[config.mk]
export PLATFORM = sky130hd
export DESIGN_NAME = uart_tx_brk
export DESIGN_NICKNAME = d
export VERILOG_FILES = /design/src/rtl/uart_txb_pkg.sv /design/src/rtl/txb_holding.sv /design/src/rtl/txb_bitcnt.sv /design/src/rtl/uart_tx_brk.sv
export SDC_FILE = /design/constraint.sdc
export NUM_CORES = 1
export LEC_CHECK = 0
export CORE_MARGIN = 8
export CORE_UTILIZATION = 45
export CTS_BUF_LIST = sky130_fd_sc_hd__clkbuf_4
export DETAILED_ROUTE_END_ITERATION = 10
export HOLD_SLACK_MARGIN = 0.15
export PLACE_DENSITY = 0.67
export SETUP_SLACK_MARGIN = 0.3
export SLEW_MARGIN = 20
export SYNTH_ARGS = -nofsm -noshare
export SYNTH_HDL_FRONTEND = slang
export SYNTH_HIERARCHICAL = 1
export SYNTH_SLANG_ARGS = --single-unit
export TNS_END_PERCENT = 5
[constraint.sdc]
create_clock -name clk -period 6 [get_ports clk]
set_clock_uncertainty 0.15 [all_clocks]
set_input_delay 1.2 -clock clk [delete_from_list [all_inputs] [get_ports clk]]
set_output_delay 1.2 -clock clk [all_outputs]
set_load 0.1 [all_outputs]
[src/rtl/uart_txb_pkg.sv]
package uart_txb_pkg;
    typedef enum logic [1:0] {
        TX_IDLE  = 2'd0,
        TX_FRAME = 2'd1,
        TX_BREAK = 2'd2,
        TX_MARK  = 2'd3
    } txb_state_e;
endpackage

[src/rtl/txb_holding.sv]
module txb_holding #(
    parameter int DW = 9
) (
    input  logic          clk,
    input  logic          rst_n,
    input  logic          wr_en,
    input  logic [DW-1:0] wr_data,
    input  logic          take,
    output logic [DW-1:0] hold_q,
    output logic          empty_q
);
    always_ff @(posedge clk or negedge rst_n) begin
        if (!rst_n) begin
            hold_q  <= '0;
            empty_q <= 1'b1;
        end else begin
            if (wr_en) begin
                hold_q  <= wr_data;
                empty_q <= 1'b0;
            end else if (take) begin
                empty_q <= 1'b1;
            end
        end
    end
endmodule

[src/rtl/txb_bitcnt.sv]
module txb_bitcnt #(
    parameter int CW = 4
) (
    input  logic          clk,
    input  logic          rst_n,
    input  logic          load,
    input  logic [CW-1:0] load_val,
    input  logic          tick,
    output logic          last
);
    logic [CW-1:0] cnt_q;

    always_ff @(posedge clk or negedge rst_n) begin
        if (!rst_n) begin
            cnt_q <= '0;
        end else if (load) begin
            cnt_q <= load_val;
        end else if (tick && cnt_q != '0) begin
            cnt_q <= cnt_q - 1'b1;
        end
    end

    assign last = (cnt_q == '0);
endmodule

[src/rtl/uart_tx_brk.sv]
module uart_tx_brk
    import uart_txb_pkg::*;
#(
    parameter int DW = 8
) (
    input  logic        clk,
    input  logic        rst_n,
    input  logic        baud_tick,
    input  logic        char9,
    input  logic        brk_req,
    input  logic        wr_en,
    input  logic [DW:0] wr_data,
    output logic        txd,
    output logic        tx_empty,
    output logic        tx_done
);
    localparam int FRAME_MAX = DW + 3;
    localparam int CW        = $clog2(FRAME_MAX);
    localparam logic [CW-1:0] LEN_LONG  = CW'(FRAME_MAX - 1);
    localparam logic [CW-1:0] LEN_SHORT = CW'(FRAME_MAX - 2);

    txb_state_e state_q, state_d;
    logic [FRAME_MAX-1:0] shift_q;
    logic [DW:0]          hold_q;
    logic                 bit_last;
    logic                 boundary;
    logic                 ld_frame, ld_break;
    txb_state_e           pick;

    txb_holding #(.DW(DW + 1)) u_hold (
        .clk     (clk),
        .rst_n   (rst_n),
        .wr_en   (wr_en),
        .wr_data (wr_data),
        .take    (ld_frame),
        .hold_q  (hold_q),
        .empty_q (tx_empty)
    );

    txb_bitcnt #(.CW(CW)) u_cnt (
        .clk      (clk),
        .rst_n    (rst_n),
        .load     (ld_frame || ld_break),
        .load_val (char9 ? LEN_LONG : LEN_SHORT),
        .tick     (baud_tick),
        .last     (bit_last)
    );

    // next-state selection, evaluated only at bit boundaries
    always_comb begin
        pick     = brk_req ? TX_BREAK : (!tx_empty ? TX_FRAME : TX_IDLE);
        state_d  = state_q;
        boundary = 1'b0;
        if (baud_tick) begin
            unique case (state_q)
                TX_IDLE: begin
                    boundary = 1'b1;
                    state_d  = pick;
                end
                TX_FRAME: begin
                    boundary = bit_last;
                    if (bit_last) state_d = pick;
                end
                TX_BREAK: begin
                    boundary = bit_last;
                    if (bit_last) state_d = brk_req ? TX_BREAK : TX_MARK;
                end
                TX_MARK: begin
                    boundary = 1'b1;
                    state_d  = pick;
                end
            endcase
        end
        ld_frame = boundary && (state_d == TX_FRAME);
        ld_break = boundary && (state_d == TX_BREAK);
    end

    always_ff @(posedge clk or negedge rst_n) begin
        if (!rst_n) begin
            state_q <= TX_IDLE;
        end else begin
            state_q <= state_d;
        end
    end

    always_ff @(posedge clk or negedge rst_n) begin
        if (!rst_n) begin
            shift_q <= '1;
        end else if (ld_frame) begin
            shift_q <= {1'b1, (char9 ? hold_q[DW] : 1'b1), hold_q[DW-1:0], 1'b0};
        end else if (ld_break) begin
            shift_q <= '0;
        end else if (baud_tick) begin
            shift_q <= {1'b1, shift_q[FRAME_MAX-1:1]};
        end
    end

    always_comb begin
        unique case (state_q)
            TX_FRAME, TX_BREAK: txd = shift_q[0];
            TX_IDLE, TX_MARK:   txd = 1'b1;
        endcase
        tx_done = (state_q == TX_IDLE) && tx_empty && !brk_req;
    end
endmodule

==> run summary <==
The tools report the met1 routing resource usage after global routing as 14.8%. For the critical path arrival, the log shows 3.02 ns. TritonCTS built the clock tree. Dividing the final minimum period by the clock period gives 72.9%.

During synthesis, Yosys emitted a total of 6 warnings. After technology mapping, the gate count stands at 131. The instance count after placement with tap cells included is 187. The run gives 191 as the count of placed standard cells in the final layout, fillers left out.

The library cells used most frequently in the layout, excluding fill and tap cells, are sky130_fd_sc_hd__clkdlybuf4s50_1 (17), sky130_fd_sc_hd__dfrtp_1 (15), sky130_fd_sc_hd__nand2_1 (14), sky130_fd_sc_hd__dfstp_2 (12). The number of gates resized after CTS was 0. The number of flops mapped to enable cells by yosys is 0, and the clock network power share is 9.9%. The number of antenna violations at the first check in global routing is 0, and the number of setup violations in the final report is 0. The logs give 0 for the remaining antenna violation count after routing and 229 MHz for the highest achievable clock rate. In the global route stage, met2 resource usage came out at 19.0%. The area fraction of the dominant cell type after synthesis came out at 25.6%. For this design the top-level I/O count stands at 18. The final net count is 168. The total count of hold-check failures in the final report came out at 0.

The number of I/O port buffers was 17; the minimum clock period was 4.37 ns. Once the clock tree was built, the setup fixing pass inserted 0 buffers. The average instance in the mapped netlist occupies 11.2 µm².

Entering global routing, the biggest net connects 28 pins. Internal power comes to 471 µW. Fill cell total of the finished layout: 290.

The logs give 0 for the quantity of hold-fixing buffers added after cts and 2.20% for the met3 track demand over resource. For the wire length after detailed routing, the log shows 2.84 mm. Number of design rule violations left after detail routing: 0. Adding up every negative setup slack in the final design gives 0 ns. The number of global-route vias before repair came out at 1130. The tools report the kind of start point of the critical path as an input port.

Once the floorplan was initialized, standard cells occupied 47.6% of the core. The area growth from synthesis to layout is 15.0%. The flop and latch count out of synthesis is 27. Leakage power summed over all cells: 0.000717 µW. For the number of nets in the synthesized netlist, the log shows 151. The run finished with clean final reports. The kind of path behind the tightest hold check was reg2reg. For this run, the detailed router's first-pass iteration total came to 4. From bottom edge to top edge, the die measures 73.0 µm.

The share of total power dissipated in combinational logic is 51.9%. Cells with a size suffix above 1 make up 24.5% of the layout. Worst setup path category: in2out. The library cell used most frequently in the layout, excluding fill and tap cells, is sky130_fd_sc_hd__clkdlybuf4s50_1.

The main flop type after synthesis was sky130_fd_sc_hd__dfrtp_1. Number of H-tree levels: 1. The logs give 60 for the violation count after the first detailed-route iteration and 41 for the number of unique standard cell types used by synthesis. The synthesized design spends more area on one cell type than any other, namely sky130_fd_sc_hd__dfrtp_1. The tools report the worst supply voltage drop on vdd as 0.201 mV. Global routing finished with a remaining overflow of 0. In this run, CTS created clock tree buffers numbering 3. Dividing the detail-routed via count by the number of cells gives 5.49.

The via count was 1049. After floorplanning, the core was divided into 20 placement rows. Cell at the root of the clock tree: sky130_fd_sc_hd__clkbuf_4. Setup repair after global routing left no endpoint under its margin. The tools report the sequential share of the synthesized area as 47.2%.

Sequential cells burn 38.2% of the power. At the pin with the least slew margin, the transition time is 0.972 ns. Global routing consumed, over all layers together, 11.7% of the routing resources. Measured against its own limit, the worst slew margin works out to 35.0%.

After clock tree synthesis, the clock-pin slew on the worst setup and hold paths is 0.14 ns. The post-detailed-placement half-perimeter wirelength was 2.01 mm. The number of max-capacitance violations reported was 0; the total core area was 3080 µm². The die width is 73.0 µm, and the share of total power consumed by net switching is 43.9%.

For the floorplan die area, the log shows 5330 µm². The data required time at the worst endpoint was 4.65 ns; the critical-path maximum fanout was 4. The first global-routing pass estimated 5.06 mm of wire. The switching power was 368 µW.

The buffer levels on the longest clock path is 2. The global routing stage identified its most utilized layer as met2. The synthesized netlist occupies a cell area of 1460 µm². The power per unit of standard cell area is 498 nW/µm². In the post-synthesis netlist, the biggest area contributors are sky130_fd_sc_hd__dfrtp_1 (26%), sky130_fd_sc_hd__dfstp_2 (22%), sky130_fd_sc_hd__mux2_4 (10%), sky130_fd_sc_hd__a32oi_1 (5.4%), sky130_fd_sc_hd__ha_1 (4.3%). The clock reaches the later pin of the worst-skew pair after 0.32 ns.

STA classifies the critical path endpoint as a primary output. The congestion estimate from routability-driven global placement came to 0.864. The clock net in this run drives a total of 27 sinks. Dividing the detail-routed wire length by the instance count gives 14.9 µm. The tools report the count of inserted antenna diode cells as 0. The share of flip-flops with an asynchronous set or reset is 100%, and the total count of max-transition violations in the final report is 0.
## critical path, cell delays in order
cell                              delay (ns)
sky130_fd_sc_hd__clkdlybuf4s50_1        0.46
sky130_fd_sc_hd__and3b_1                0.23
sky130_fd_sc_hd__clkdlybuf4s50_1        1.13
## layout make-up
type | instances | area [µm²] | share of cell area [%]
flip-flops and latches | 27 | 691 | 41.0
multi-input cells | 88 | 689 | 40.9
repair buffers | 19 | 185 | 11.0
well taps | 44 | 55.1 | 3.27
inverters | 9 | 33.8 | 2.01
clock buffers | 4 | 30.0 | 1.78
## cell families (layout without fill, tap and decap cells)
| logic type | after synthesis | in the layout | synth area share, % |
|---|---|---|---|
| adder cells (fa/ha/maj) | 5 | 5 | 4.27 |
| AO/OA/AOI/OAI | 38 | 38 | 19.4 |
| other | 2 | 2 | 0.513 |
| multiplexers | 10 | 10 | 10.3 |
| flip-flops | 27 | 27 | 47.2 |
| AND/OR/NAND/NOR | 33 | 33 | 12.6 |
| buffers and inverters | 16 | 32 | 5.73 |
## cells in the mapped netlist, types with 3 or more instances
cell,instances
sky130_fd_sc_hd__mux2_4,10
sky130_fd_sc_hd__a32oi_1,9
sky130_fd_sc_hd__clkbuf_1,3
sky130_fd_sc_hd__buf_6,3
sky130_fd_sc_hd__nor2_1,3
sky130_fd_sc_hd__dfstp_2,12
sky130_fd_sc_hd__nand2_1,14
sky130_fd_sc_hd__inv_1,8
sky130_fd_sc_hd__o21ai_0,3
sky130_fd_sc_hd__dfrtp_1,15
sky130_fd_sc_hd__o21ai_1,10
sky130_fd_sc_hd__ha_1,5
sky130_fd_sc_hd__nor3_1,3
sky130_fd_sc_hd__nand2b_1,3
## state kept, by name, indices dropped and copies added (netlist names)
signal	flops
state_q	2
u_cnt/cnt_q	4
u_hold/hold_q	9
shift_q	11
u_hold/empty_q	1
## metrics by stage
stage	hold WS [ns]	utilization (%)	worst slack, ns	instance area (µm²)	total power (µW)
global placement	0.315	53.7	1.65	1650	741
finish	0.336	54.7	1.63	1680	839
CTS	0.335	54.7	1.62	1680	842
global route	0.358	54.7	1.59	1680	897
detailed placement	0.315	53.7	1.63	1650	759
floorplan	0.302	-	2.62	1460	674
## routing by layer
layer	routed length [µm]	share of wire [%]
met1	1330	47
met2	1350	48
met4	18	0.63
met5	0	0
met3	146	5.1
## path summary, 6_finish.rpt
kind	start	end	slack, ns	cells after the start
setup / recovery	brk_req	tx_done	1.63	3
hold / removal	shift_q[10]$_DFFE_PN1P_	shift_q[9]$_DFFE_PN1P_	0.34	2
setup reg to reg	u_cnt/cnt_q[0]$_DFFE_PN0P_	u_cnt/cnt_q[1]$_DFFE_PN0P_	2.72	9
hold reg to reg	shift_q[10]$_DFFE_PN1P_	shift_q[9]$_DFFE_PN1P_	0.34	2
max in group asynchronous	rst_n	shift_q[0]$_DFFE_PN1P_	4.32	2
min in group asynchronous	rst_n	u_hold/hold_q[5]$_DFFE_PN0P_	1.08	2
## power by group through the flow
stage | registers [µW] | logic, µW | clock network (µW)
2_1_floorplan | 332 | 342 | 0
3_3_place_gp | 320 | 421 | 0
3_5_place_dp | 323 | 436 | 0
4_1_cts | 319 | 437 | 85.5
5_1_grt | 327 | 478 | 91.6
6_report | 321 | 435 | 82.6
(Power assumes the default switching activity.)
